<file path="config.mk">
export PLATFORM = sky130hd
export DESIGN_NAME = wcsq_top
export DESIGN_NICKNAME = d
export VERILOG_FILES = /design/src/rtl/wcsq_pkg.sv /design/src/rtl/wcsq_decode.sv /design/src/rtl/wcsq_line.sv /design/src/rtl/wcsq_drain.sv /design/src/rtl/wcsq_top.sv
export SDC_FILE = /design/constraint.sdc
export NUM_CORES = 1
export LEC_CHECK = 0
export BUFFER_PORTS_ARGS = -buffer_cell sky130_fd_sc_hd__clkbuf_2
export CAP_MARGIN = 10
export CORE_ASPECT_RATIO = 0.8
export CORE_MARGIN = 2
export CORE_UTILIZATION = 45
export DETAILED_ROUTE_END_ITERATION = 10
export PLACE_DENSITY = 0.66
export SYNTH_ARGS = -nofsm -noshare
export SYNTH_HDL_FRONTEND = slang
export SYNTH_SLANG_ARGS = --single-unit
</file>
<file path="constraint.sdc">
create_clock -name clk -period 6.3 [get_ports clk]
set_input_delay 1.26 -clock clk [delete_from_list [all_inputs] [get_ports clk]]
set_output_delay 1.26 -clock clk [all_outputs]
set_load 0.02 [all_outputs]
</file>
<file path="src/rtl/wcsq_pkg.sv">
package wcsq_pkg;

    localparam int ADDR_W   = 32;
    localparam int WORD_W   = 32;
    localparam int SLOT_N   = 8;
    localparam int SLOT_W   = $clog2(SLOT_N);
    localparam int BYTE_LSB = $clog2(WORD_W / 8);
    localparam int LINE_LSB = BYTE_LSB + SLOT_W;
    localparam int TAG_LSB  = 26;
    localparam int TAG_W    = ADDR_W - TAG_LSB;
    localparam logic [TAG_W-1:0] TAG_VAL = 6'b111000;

    typedef logic [WORD_W-1:0] word_t;
    typedef logic [SLOT_W-1:0] slot_t;

    typedef struct packed {
        logic  hit;
        logic  qsel;
        slot_t slot;
        logic  misalign;
    } wr_dec_t;

    typedef struct packed {
        logic hit;
        logic qsel;
    } fl_dec_t;

    function automatic logic tag_hit(input logic [ADDR_W-1:0] a);
        return a[ADDR_W-1:TAG_LSB] == TAG_VAL;
    endfunction

endpackage

</file>
<file path="src/rtl/wcsq_decode.sv">
module wcsq_decode
    import wcsq_pkg::*;
(
    input  logic [ADDR_W-1:0] wr_addr,
    input  logic              wr_quad,
    input  logic [ADDR_W-1:0] fl_addr,
    output wr_dec_t           wd,
    output fl_dec_t           fd
);
    always_comb begin
        wd.hit      = tag_hit(wr_addr);
        wd.qsel     = wr_addr[LINE_LSB];
        wd.slot     = wr_addr[LINE_LSB-1:BYTE_LSB];
        wd.misalign = (|wr_addr[BYTE_LSB-1:0]) | (wr_quad & wr_addr[BYTE_LSB]);
        fd.hit      = tag_hit(fl_addr);
        fd.qsel     = fl_addr[LINE_LSB];
    end
endmodule

</file>
<file path="src/rtl/wcsq_line.sv">
module wcsq_line
    import wcsq_pkg::*;
(
    input  logic              clk,
    input  logic              rst,
    input  logic              we_lo,
    input  logic              we_hi,
    input  slot_t             slot,
    input  logic [2*WORD_W-1:0] din,
    input  slot_t             rd_slot,
    output word_t             rd_word
);
    word_t mem [SLOT_N];
    slot_t hi_slot;

    // a 64-bit store starts on an even slot, so its upper half goes to slot|1
    assign hi_slot = slot | slot_t'(1);

    always_ff @(posedge clk) begin
        if (rst) begin
            for (int i = 0; i < SLOT_N; i++) mem[i] <= '0;
        end else begin
            if (we_lo) mem[slot]    <= din[WORD_W-1:0];
            if (we_hi) mem[hi_slot] <= din[2*WORD_W-1:WORD_W];
        end
    end

    assign rd_word = mem[rd_slot];
endmodule

</file>
<file path="src/rtl/wcsq_drain.sv">
module wcsq_drain
    import wcsq_pkg::*;
#(
    parameter int DEST_W = 29
) (
    input  logic              clk,
    input  logic              rst,
    input  logic              fl_go,
    input  logic              fl_q,
    input  logic [DEST_W-1:0] fl_dest,
    input  logic              mem_ready,
    output logic [1:0]        busy,
    output logic              rd_q,
    output slot_t             rd_slot,
    output logic              mem_valid,
    output logic              mem_last,
    output logic [DEST_W-1:0] mem_addr
);
    logic [DEST_W-1:0] dest_q [2];
    logic              act;
    logic              cur;
    slot_t             beat;
    logic              pick;
    logic              at_end;

    // both pending: take the one not served last; else the single pending one
    assign pick   = (busy == 2'b11) ? ~cur : busy[1];
    assign at_end = (beat == slot_t'(SLOT_N - 1));

    always_ff @(posedge clk) begin
        if (rst) begin
            busy      <= '0;
            dest_q[0] <= '0;
            dest_q[1] <= '0;
            act       <= 1'b0;
            cur       <= 1'b0;
            beat      <= '0;
        end else begin
            if (fl_go) begin
                busy[fl_q]   <= 1'b1;
                dest_q[fl_q] <= fl_dest;
            end
            if (!act) begin
                if (|busy) begin
                    act  <= 1'b1;
                    cur  <= pick;
                    beat <= '0;
                end
            end else if (mem_ready) begin
                if (at_end) begin
                    act       <= 1'b0;
                    busy[cur] <= 1'b0;
                end else begin
                    beat <= beat + slot_t'(1);
                end
            end
        end
    end

    assign mem_valid = act;
    assign mem_last  = act & at_end;
    assign mem_addr  = dest_q[cur];
    assign rd_q      = cur;
    assign rd_slot   = beat;
endmodule

</file>
<file path="src/rtl/wcsq_top.sv">
module wcsq_top
    import wcsq_pkg::*;
#(
    parameter int HI_W = 3,
    localparam int DEST_W = HI_W + TAG_LSB
) (
    input  logic                clk,
    input  logic                rst,
    input  logic                wr_req,
    input  logic [ADDR_W-1:0]   wr_addr,
    input  logic [2*WORD_W-1:0] wr_data,
    input  logic                wr_quad,
    output logic                wr_stall,
    output logic                align_err,
    input  logic                fl_req,
    input  logic [ADDR_W-1:0]   fl_addr,
    output logic                fl_stall,
    input  logic [HI_W-1:0]     q0_hi,
    input  logic [HI_W-1:0]     q1_hi,
    output logic                mem_valid,
    input  logic                mem_ready,
    output logic [DEST_W-1:0]   mem_addr,
    output logic [WORD_W-1:0]   mem_data,
    output logic                mem_last
);
    wr_dec_t           wd;
    fl_dec_t           fd;
    logic [1:0]        busy;
    logic              wr_ok;
    logic              wr_go;
    logic              fl_go;
    logic [DEST_W-1:0] fl_dest;
    logic              rd_q;
    slot_t             rd_slot;
    word_t             line_rd [2];
    logic              unused_addr_bits;

    assign unused_addr_bits = ^{wr_addr[TAG_LSB-1:LINE_LSB+1], fl_addr[LINE_LSB-1:0]};

    wcsq_decode u_dec (
        .wr_addr (wr_addr),
        .wr_quad (wr_quad),
        .fl_addr (fl_addr),
        .wd      (wd),
        .fd      (fd)
    );

    assign wr_ok     = wr_req & wd.hit & ~wd.misalign;
    assign wr_stall  = wr_ok & busy[wd.qsel];
    assign wr_go     = wr_ok & ~busy[wd.qsel];
    assign align_err = wr_req & wd.hit & wd.misalign;

    assign fl_stall  = fl_req & fd.hit & busy[fd.qsel];
    assign fl_go     = fl_req & fd.hit & ~busy[fd.qsel];
    assign fl_dest   = {(fd.qsel ? q1_hi : q0_hi),
                        fl_addr[TAG_LSB-1:LINE_LSB],
                        {LINE_LSB{1'b0}}};

    for (genvar g = 0; g < 2; g++) begin : g_line
        logic we_lo;
        assign we_lo = wr_go & (wd.qsel == 1'(g));
        wcsq_line u_line (
            .clk     (clk),
            .rst     (rst),
            .we_lo   (we_lo),
            .we_hi   (we_lo & wr_quad),
            .slot    (wd.slot),
            .din     (wr_data),
            .rd_slot (rd_slot),
            .rd_word (line_rd[g])
        );
    end

    wcsq_drain #(.DEST_W(DEST_W)) u_drain (
        .clk       (clk),
        .rst       (rst),
        .fl_go     (fl_go),
        .fl_q      (fd.qsel),
        .fl_dest   (fl_dest),
        .mem_ready (mem_ready),
        .busy      (busy),
        .rd_q      (rd_q),
        .rd_slot   (rd_slot),
        .mem_valid (mem_valid),
        .mem_last  (mem_last),
        .mem_addr  (mem_addr)
    );

    assign mem_data = line_rd[rd_q];
endmodule

</file>
---- After elaboration in Yosys (flattened, before gate mapping) ----
Memory sizes are Yosys's and may differ from the RTL's. A register that Yosys moved wholly into a read port is not among the register bits.
Cells that the tools add are included.
word-level totals
  word-level logic and storage cells ...... 121
  output and inout bits ................... 66
  register bits after elaboration ......... 7
  memories kept ........................... 3
  RAM bits ................................ 560
operators by class
  add/sub/neg operators ................... 1
  eq/ne operators ......................... 6
  mux-type cells .......................... 64
  reduce and logical (&&, ||, !) cells .... 12
  bitwise operators ....................... 25
  order comparisons ....................... 6
memories
  memory                words  bits a word  read ports  clocked after memory_dff  wr ports  RTL line          RTL
  g_line[0].u_line.mem  8      32           1           1                         8         wcsq_line.sv:13   word_t mem [SLOT_N];
  g_line[1].u_line.mem  8      32           1           1                         8         wcsq_line.sv:13
  u_drain.dest_q        2      24           1           1                         2         wcsq_drain.sv:19  logic [DEST_W-1:0] dest_q [2];
operator list
  cell                                                         count
  two-way mux 32 bit                                           7
  OR reduction 32 bit                                          4
  two-way mux 3 bit                                            13
  two-way mux 1 bit                                            36
  two-way mux 24 bit                                           1
  OR reduction 24 bit                                          1
  AND 1 bit                                                    14
  equality test 6 bit (second input constant)                  2
  two-way mux 2 bit                                            5
  less-than comparator 1 x 2 -> 1 bit (second input constant)  3
  NOT 1 bit                                                    6
  != test 2 bit (second input constant)                        2
  OR reduction 2 bit                                           2
  adder 3 x 1 -> 3 bit (second input constant)                 1
  equality test 3 bit (second input constant)                  1
  AND reduction 3 bit                                          1
  AND 2 bit                                                    1
  demux 1 bit (select 1 bit)                                   2
  equality test 2 bit (second input constant)                  1
  greater-or-equal comparator 1 bit (second input constant)    2
  greater-or-equal comparator 2 bit (second input constant)    1
  logical AND 1 bit                                            2
  NOT 1 -> 2 bit                                               1
  NOT 2 bit                                                    1
  other kinds (4)                                              4

---- Depth between registers and ports, before layout ----
  depth in word-level cells ............... 12
  gate-level depth with buffers ........... 7

---- Hierarchy ----
A second synthesis with hierarchy kept.
unflattened totals
  cell total of the unflattened synthesis .. 1,986
  area, all modules ....................... 28,069.4 sq um
by module, submodules not included
  module                         area each (sq um)  cells an instance  times used
  wcsq_line at g_line[0].u_line  12,195.4           863                1
  wcsq_line at g_line[1].u_line  12,194.2           863                1
  wcsq_drain                     2,917.8            197                1
  wcsq_top                       678.2              53                 1
  wcsq_decode                    83.8               10                 1

---- Least setup slack after synthesis ----
No wires, ideal clock.
  path kind ............................... input -> register
  start point ............................. input port wr_addr[5]
  end point ............................... memory g_line[0].u_line.mem[3][0] (netlist bit), enable pin
  library setup time ...................... 511 ps
  data arrival time ....................... 5,432 ps
  setup slack ............................. 358 ps
  stages on the path ...................... 5
  cell sequence ........................... mux2_4 nand2b_4 buf_6 buf_2 o41ai_1
RTL lines
  what                RTL line         RTL
  start: declaration  wcsq_top.sv:10   input logic [ADDR_W-1:0] wr_addr,
  end: declaration    wcsq_line.sv:13

==> results.md <==
* Wire length of the first global-routing pass at 119000 um
* # clock sinks at 571
* Transition time at the pin with the least slew margin at 1.23 ns
* Number of buffers inserted to repair setup after CTS at 0
* Worst setup EP type: output pin
* Number of gates resized after CTS at 0
* Worst vdd rail ir drop at 199 uV
* Number of setup violations in the final report at 0
* Clock latency of the later-clocked register in the worst-skew pair at 0.63 ns
* Initial antenna violation count at 0
* Fmax at 221 MHz
* Period utilization at 0.717
* Maximum number of buffers from clock root to sink at 3
* Warnings from Yosys at 0
* Post-Synth XOR/XNOR Area at 0
* Via count of the first global-routing pass at 18.5k
* Compound-gate portion of the synthesized area at 0.0430
* Main combinational cell family by area after synthesis: simple AND/OR/NAND/NOR gates
* Count of nets after finishing at 2005
* Critical-path cell list: buf_12 > mux4_2 > a22oi_1 > nand2_1 > clkbuf_2
* Fraction of final layout cells with drive strength greater than 1 at 0.291
* Count of hold-fix buffers inserted at cts at 0
* Start-to-end type of the worst setup path: reg -> out
* Synthesized instance count at 1812
* Die area at 0.0623 mm^2
* Filler Cell Count at 4964
* Max-Slew Margin vs Limit at 0.180
* Die Ht at 224 um
* Portion of synthesized cell area occupied by the leading cell type at 0.620
* Final routed wirelength across all metal layers at 80000 um
* Class of the most critical hold timing path: reg -> reg
* Number of buffers added on ports at 175
* Number of library cell types mapped by synthesis at 41
* Io pins at 206
* Cell with the largest stage delay on the worst path: sky130_fd_sc_hd__dfxtp_4
* Synth Cell Area at 0.0271 mm^2
* Post-Route Skew at 0.0233 ns
* Effective utilization at floorplan at 0.455
* Detailed-routing iteration count for the pre-antenna-repair pass at 5
* Area Overhead vs Synth at 11.6%
* Post-synthesis area per instance at 15.0 um^2
* Setup total negative slack at 0 ns
* Unrepaired setup endpoints after global routing: false
* Slew Viols, Final at 0
* Total count of hold-check failures in the final report at 0
* Top cell type by total area after synthesis: sky130_fd_sc_hd__edfxtp_1
* Count of antenna-violating nets left after detailed routing at 0
* Number of buffers added by the clock tree synthesis step at 58
* Pwr/cell area at 277 mW/mm^2
* Residual DRC count at 0
* Wire length per cell after detailed routing at 29.8 um
* Site Rows at 80
* #FFs+latches synth at 571
* Post-detail-place hpwl at 43200 um
* Worst endpoint data arrival time at 3.26 ns
* Area share of and/or/nand/nor cells after synthesis at 0.156
* Proportion of synthesized area in mux cells at 0.117
* Most frequent standard cell in the layout excluding fill and tap cells: sky130_fd_sc_hd__edfxtp_1
* Count of maximum capacitance violations at 0
* Width of the chip at 279 um
* CTS HTree Levels at 2
* Leakage at 9.02 nW
* Hold_ws at 0.499 ns
* Register cell area after layout at 0.0170 mm^2
* Antenna diode count at 0
* Final weighted congestion in routability-driven placement at 0.792
* Total gr overflow at 0
* Synth top area cells: sky130_fd_sc_hd__edfxtp_1, sky130_fd_sc_hd__nor4_1, sky130_fd_sc_hd__mux4_2
* Clock tree root driver cell: sky130_fd_sc_hd__clkbuf_16
* GRT Resource Usage Total at 0.256
* Peak per-stage delay on the critical path at 0.94 ns
* Total area of multi-input combinational cells at 0.00890 mm^2
* Clock slew at the register clock pins of the worst setup and hold paths at 0.06 ns
* Routed vias/inst at 6.82
* Max Fanout on Critical Path at 40
* Proportion of synthesized chip area in sequential cells at 0.628
* Most frequent cells in the layout: sky130_fd_sc_hd__edfxtp_1, sky130_fd_sc_hd__nor4_1, sky130_fd_sc_hd__clkbuf_2
* Shortest clock period the worst path allows after layout at 4.52 ns
* Clock tree from TritonCTS: yes
* Area of the placeable core at 0.0597 mm^2
* Status: finished clean
* Worst Path Required at 5.04 ns
* Maximum number of pins on one net before global-route repair at 232
* Initial detailed-routing violation count at 2490
* Vias at 18.3k
* Worst setup SP type: flip-flop
* Share of synthesized cell area in full adder, half adder and majority cells at 0.000922
## Yosys cell counts (all sizes together)
library cell,number
a211oi,3
a21oi,4
a22oi,128
a311oi,1
a31oi,2
and2,48
and3,2
and3b,1
and4,3
buf,89
clkbuf,160
clkinv,1
conb,1
dfxtp,11
edfxtp,560
ha,2
inv,35
mux2,25
mux2i,2
mux4,128
nand2,37
nand2b,10
nand3,6
nand3b,1
nor2,7
nor2b,9
nor3,3
nor4,512
nor4b,1
o21bai,1
o31ai,8
o41ai,8
or2,3
## registers in the layout (all words and copies together), names as in the netlist, named ones only
register           flops
g_line.u_line.mem    512
u_drain.rd_q           1
u_drain.busy           2
u_drain.rd_slot        3
u_drain.mem_valid      1
u_drain.dest_q        48
## layer usage
metal,share of wire,GRT usage,vias to the layer above
met5,0,0,-
met4,0.034,0.0897,0
met3,0.11,0.0577,180
met2,0.48,0.414,1108
met1,0.38,0.345,9268
li1,-,-,7753
## area by class of cell
type / instances / share of cell area
clock inverters: 30 / 0.00926
inverters: 36 / 0.00446
repair buffers: 235 / 0.0467
flip-flops and latches: 571 / 0.563
multi-input cells: 961 / 0.294
clock buffers: 73 / 0.0505
well taps: 779 / 0.0322
## critical path: cells and delay by family, from the launching register on
family	cells	cell delay, ns
buffers and inverters	2	0.61
and+or+nand+nor	1	0.18
muxes	1	0.55
DFF	1	0.94
AOI/OAI and AO/OA	1	0.34
## cells by family after synthesis
group,count (synthesis)
AOI/OAI and AO/OA,155
adders and majority gates,2
buffers and inverters,285
DFF,571
muxes,155
other,1
and+or+nand+nor,643
## path summary, 6_finish.rpt
| kind | to | cells past startpoint | from | slack (ns) |
|---|---|---|---|---|
| max | mem_data[4] | 5 | flip-flop | 1.78 |
| min | u_drain.rd_slot[2]$_SDFFE_PP0P_ | 2 | u_drain.rd_slot[2]$_SDFFE_PP0P_ | 0.50 |
| max reg2reg | g_line[1].u_line.mem[5][2]$_DFFE_PP_ | 4 | u_drain.busy[0]$_SDFF_PP0_ | 3.52 |
| min reg2reg | u_drain.rd_slot[2]$_SDFFE_PP0P_ | 2 | u_drain.rd_slot[2]$_SDFFE_PP0P_ | 0.50 |
## report_power, final
group | switching (mW) | internal (mW) | leakage, nW
sequential | 0.0487 | 4.34 | 5.40
clock | 1.45 | 1.91 | 0.885
combinational | 0.455 | 0.168 | 2.73
## stage by stage
| stage | util | total power, mW | worst slack, ns | instances | instance area, um^2 |
|---|---|---|---|---|---|
| after floorplan | - | 4.84 | 0.358 | 1817 | 27200 |
| after global placement | 0.477 | 5.06 | 2.28 | 2582 | 28500 |
| after detailed placement | 0.477 | 5.08 | 2.24 | 2582 | 28500 |
| after CTS | 0.507 | 8.38 | 1.71 | 2685 | 30300 |
| after global routing | 0.507 | 8.58 | 1.55 | 2685 | 30300 |
| final | 0.507 | 8.37 | 1.78 | 2685 | 30300 |
Note: power is estimated with default switching activity, not from simulation.
